File: src/rtl/mixed_walk.sv
module mixed_walk #(
  parameter int PA_W = 52
) (
  input  logic             clk,
  input  logic             rst_n,
  input  logic [PA_W-1:0]  root_ptr,
  input  logic             req_valid,
  input  logic [42:0]      req_va,
  output logic             req_ready,
  output logic             mem_req_valid,
  output logic [PA_W-1:0]  mem_req_addr,
  input  logic             mem_req_ready,
  input  logic             mem_rsp_valid,
  input  logic [63:0]      mem_rsp_data,
  output logic             refill_valid,
  output logic [30:0]      refill_vpn,
  output logic [PA_W-13:0] refill_ppn,
  output logic             refill_huge
);
  localparam int PPN_W = PA_W - 12;
  localparam int HUGE_W = 9;
  localparam int LEAF_BIT = 7;

  typedef enum logic [1:0] {IDLE, ISSUE, WAIT, DONE} st_t;

  st_t             st;
  logic [1:0]      lvl;
  logic [42:0]     va_q;
  logic [PA_W-1:0] base_q;
  logic            huge_q;
  logic [10:0]     idx;

  always_comb begin
    case (lvl)
      2'd1:    idx = va_q[42:32];
      2'd2:    idx = va_q[31:21];
      default: idx = {2'b00, va_q[20:12]};
    endcase
  end

  assign req_ready     = (st == IDLE);
  assign mem_req_valid = (st == ISSUE);
  assign mem_req_addr  = base_q + PA_W'({idx, 3'b000});
  assign refill_valid  = (st == DONE);
  assign refill_huge   = huge_q;
  assign refill_vpn    = huge_q ? {va_q[42:21], {HUGE_W{1'b0}}} : va_q[42:12];
  assign refill_ppn    = huge_q ? {base_q[PA_W-1:21], {HUGE_W{1'b0}}} : base_q[PA_W-1:12];

  always_ff @(posedge clk) begin
    if (!rst_n) begin
      st     <= IDLE;
      lvl    <= 2'd1;
      va_q   <= '0;
      base_q <= '0;
      huge_q <= 1'b0;
    end else begin
      case (st)
        IDLE: if (req_valid) begin
          va_q   <= req_va;
          base_q <= root_ptr;
          lvl    <= 2'd1;
          huge_q <= 1'b0;
          st     <= ISSUE;
        end
        ISSUE: if (mem_req_ready) st <= WAIT;
        WAIT: if (mem_rsp_valid) begin
          base_q <= {mem_rsp_data[PA_W-1:12], 12'b0};
          if (lvl == 2'd2 && mem_rsp_data[LEAF_BIT]) begin
            huge_q <= 1'b1;
            st     <= DONE;
          end else if (lvl == 2'd3) begin
            st <= DONE;
          end else begin
            lvl <= lvl + 2'd1;
            st  <= ISSUE;
          end
        end
        default: st <= IDLE;
      endcase
    end
  end

  logic [PPN_W-1:0] unused_ppn;
  assign unused_ppn = refill_ppn;

  p_idle_quiet_r1: assert property (@(posedge clk) disable iff (!rst_n)
    req_ready |-> (!mem_req_valid && !refill_valid));

  p_one_outstanding_r7: assert property (@(posedge clk) disable iff (!rst_n)
    (mem_req_valid && mem_req_ready) |=> !mem_req_valid);

  p_refill_pulse_r8: assert property (@(posedge clk) disable iff (!rst_n)
    refill_valid |=> (!refill_valid && req_ready));

  p_huge_masked_r4: assert property (@(posedge clk) disable iff (!rst_n)
    (refill_valid && refill_huge) |-> (refill_vpn[8:0] == 9'd0 && refill_ppn[8:0] == 9'd0));

  p_hold_read_r10: assert property (@(posedge clk) disable iff (!rst_n)
    (mem_req_valid && !mem_req_ready) |=> (mem_req_valid && $stable(mem_req_addr)));
endmodule

File: config.mk
export PLATFORM = sky130hd
export DESIGN_NAME = mixed_walk
export DESIGN_NICKNAME = d
export VERILOG_FILES = /design/src/rtl/mixed_walk.sv
export SDC_FILE = /design/constraint.sdc
export NUM_CORES = 1
export LEC_CHECK = 0
export ABC_CLOCK_PERIOD_IN_PS = 4900
export BUFFER_PORTS_ARGS = -buffer_cell sky130_fd_sc_hd__buf_2
export CELL_PAD_IN_SITES_DETAIL_PLACEMENT = 1
export CELL_PAD_IN_SITES_GLOBAL_PLACEMENT = 1
export CORE_ASPECT_RATIO = 1.25
export CORE_MARGIN = 2
export CORE_UTILIZATION = 35
export DETAILED_ROUTE_END_ITERATION = 16
export PLACE_DENSITY = 0.94
export SLEW_MARGIN = 20
export SYNTH_ARGS = -nofsm -noshare
export SYNTH_HDL_FRONTEND = slang
export SYNTH_SLANG_ARGS = --single-unit
File: constraint.sdc
create_clock -name clk -period 4.9 [get_ports clk]
set_input_delay 0.245 -clock clk [delete_from_list [all_inputs] [get_ports clk]]
set_output_delay 0.245 -clock clk [all_outputs]
set_load 0.05 [all_outputs]
==> impl_metrics.py <==
metrics = {
    "outcome": {
        "status": "completed",
    },
    "synthesis": {
        "ys_types": 47,
        "avgSynthCellArea_sq_um": 8.31,
        "synth-main-ff-cell": "dfxtp_1",
        "ys_warn_count": 0,
        "synth-seq-area-share_pct": 30.3,
        "synth_edf_count": 0,
        "async_flop_share_pct": 0,
        "synth_cells": 699,
        "ys_ff_latch": 88,
        "netlist_area_sq_mm": 0.00581,
        "syn_nets": 878,
    },
    "floorplan": {
        "std_cell_rows": 52,
        "die_area_sq_mm": 0.0177,
        "die_w_microns": 119,
        "die_h_microns": 148,
        "coreArea_sq_mm": 0.0162,
        "start_util_pct": 35.9,
        "io-pin-count": 291,
    },
    "timing": {
        "rsz0062_at_grt": "no",
        "clock_skew_ns": 0.00697,
        "drv_slew": 0,
        "final.min_clock_period_ns": 4.44,
        "setup_violations": 0,
        "max_freq_mhz": 225,
        "hold_viol_final": 0,
        "post-route-period-util_pct": 90.6,
        "maxSlewHeadroom_pct": 27.2,
        "timing.setup.tns_ns": 0,
        "worstMarginPinSlew_ns": 1.09,
    },
    "drt": {
        "routedWlPerCell_microns": 17.8,
        "ant_nets": 0,
        "vias": 5642,
        "avgViaCountPerCell": 5.16,
        "dr.pass1.iters": 4,
        "wl_microns": 19500,
        "drtIter0Drc": 280,
        "drc": 0,
    },
    "power": {
        "switching_power_uw": 988,
        "pwr-share-clk_pct": 32.4,
        "pwr-share-comb_pct": 32.6,
        "power.total_mw": 2.44,
        "swShare_pct": 40.5,
        "ir_worst_vdd_mv": 0.189,
        "p_leak_nw": 3.63,
        "seq_power_share_pct": 35.1,
        "power_density_mw_per_mm2": 341,
        "power.internal_mw": 1.45,
    },
    "layout": {
        "drive_gt1_share_pct": 33.3,
        "nFillCells": 2009,
        "antenna_cells": 0,
        "area_delta_synth_final_pct": 23.3,
        "nNetsFinal": 1052,
        "fin_util_pct": 44.2,
    },
    "worst_setup_path": {
        "critPathArrivalTime_ns": 4.19,
        "cpLargestDelayFamily": "compound AO/OA/AOI/OAI gates",
        "path_buf_inv": 3,
        "critPathSlowestCell": "ha_1",
        "crit_chain": "inv_1 -> ha_1 -> o21ai_0 -> ha_1 -> inv_1 -> fa_1 -> nor2b_1 -> o31a_1 -> o21ai_0 -> o211a_2 -> nor4_1 -> xor2_1 -> buf_2",
        "criticalPathCategory": "reg2out",
        "critPathMaxStageDelay_ns": 0.46,
        "required_ns": 4.66,
        "cp-start-kind": "flop",
        "critPathCaptureType": "output port",
        "cp_max_fo": 19,
    },
    "global_routing": {
        "grt_usage_pct": 21.8,
        "grt_pass1_wl_microns": 30400,
        "grt-ovfl-total": 0,
        "grt_pass1_vias": 5882,
        "antenna_found_initial": 0,
        "grt_max_degree": 89,
    },
    "placement": {
        "io_buffer_count": 255,
        "hpwl_microns": 15300,
        "place_congestion": 0.833,
    },
    "cts": {
        "insertion_delay_ns": 0.34,
        "tritoncts.num_buffers": 9,
        "cts_tree": "yes",
        "h-tree-depth": 3,
        "clockBufferDepth": 2,
        "clk_pin_slew_ns": 0.07,
        "cts-root-buf": "clkbuf_16",
        "cts_sinks": 88,
    },
    "worst_hold_path": {
        "hp-class": "in2reg",
    },
    "job": {
        "maxCapViolations": 0,
    },
}
==> power groups by stage <==
stage	Combinational, mW	Clock [mW]	Sequential [mW]
floorplan	0.641	0	0.843
global placement	0.780	0	0.868
detailed placement	0.797	0	0.872
CTS	0.801	0.809	0.855
global route	0.841	0.836	0.865
finish	0.794	0.790	0.856
==> synthesized netlist by cell type, drive strengths merged (2+ instances only) <==
cell,n,area (sq um)
a21o,2,15.0
and2,6,37.5
nand2b,2,12.5
nor3,16,80.1
nand2,136,510
ha,14,175
o211a,42,420
nor2,15,56.3
o21a,5,37.5
nor2b,37,231
o21ai,14,70.1
a22oi,24,180
a21boi,33,248
dfxtp,88,1760
inv,10,37.5
nor4,3,40.0
mux2i,43,430
nand4,13,96.3
a21oi,8,40.0
or3,2,17.5
a31oi,2,12.5
and4,8,72.6
nand3,21,123
xnor2,21,184
and3,6,37.5
buf,67,469
clkbuf,31,116
xor2,21,184
==> cells by family after synthesis <==
kind of cell / share of synthesized area (%)
AND/OR/NAND/NOR: 23.0
XOR/XNOR: 6.33
multiplexers: 7.60
flip-flops: 30.3
adder cells (fa/ha/maj): 3.36
buffers and inverters: 10.7
AO/OA/AOI/OAI: 18.7
==> placed cells by master, fill, tap and decap left out, types with 6 or more instances in the layout <==
| cell type | count |
|---|---|
| clkbuf_16 | 9 |
| nor2_1 | 14 |
| mux2i_1 | 43 |
| and4_1 | 7 |
| ha_1 | 14 |
| nor3_1 | 16 |
| inv_1 | 10 |
| a21boi_0 | 33 |
| buf_4 | 6 |
| dfxtp_1 | 88 |
| o21ai_0 | 13 |
| and2_1 | 6 |
| a22oi_1 | 24 |
| nand2_1 | 136 |
| a21oi_1 | 8 |
| o211a_1 | 41 |
| xor2_1 | 21 |
| xnor2_1 | 21 |
| nand3_1 | 19 |
| buf_2 | 255 |
| nor2b_1 | 36 |
| nand4_1 | 12 |
| and3_1 | 6 |
==> metrics by stage <==
| step | hold slack [ns] | setup slack, ns | area (sq um) | instances |
|---|---|---|---|---|
| finish | 0.141 | 0.463 | 7160 | 1094 |
| global route | 0.137 | 0.102 | 7160 | 1094 |
| CTS | 0.130 | 0.273 | 7160 | 1094 |
| detailed placement | 0.481 | 0.663 | 6830 | 1078 |
| global placement | 0.465 | 0.796 | 6830 | 1078 |
| floorplan | 0.390 | 1.01 | 5810 | 699 |
==> what timing repair did <==
item                       CTS  global route
setup buffers                0             0
setup endpoints to repair    0             1
gates resized for setup      0             1
hold buffers                 0             0
hold endpoints to repair     0             0
==> area by class of cell <==
type | instances | area, sq um | share of cell area (%)
multi-input combinational | 503 | 3440 | 48.0
sequential | 88 | 1760 | 24.6
timing repair buffer | 261 | 1320 | 18.4
tap | 216 | 270 | 3.77
clock buffer | 9 | 225 | 3.14
clock inverter | 7 | 108 | 1.50
inverter | 10 | 37.5 | 0.524
==> flip-flops by register name (all words and copies together) (netlist names) <==
signal and flops:
st 2, va_q 31, refill_huge 1, lvl 2, base_q 52
==> worst paths after layout <==
path,start,slack (ns),depth (start not counted),endpoint
worst max register to register,st[1],2.71,5,base_q[42]
worst min register to register,va_q[17],0.49,2,va_q[17]
worst max-delay path,lvl[0],0.46,13,mem_req_addr[49]
worst min-delay path,req_va[37],0.14,3,va_q[37]
==> metal layers <==
metal | wire length (microns) | GRT usage (%) | vias to the layer above
met5 | 0 | 0 | -
li1 | - | - | 2719
met2 | 10300 | 41.4 | 198
met1 | 7450 | 23.2 | 2687
met3 | 1190 | 4.87 | 38
met4 | 546 | 8.33 | 0
==> worst min-delay path: cells and delay by family <==
kind                   cells  cell delay [ns]
buffers and inverters      1             0.09
AOI/OAI and AO/OA          1             0.06
and+or+nand+nor            1             0.04
Note: power is estimated with default switching activity, not from simulation.
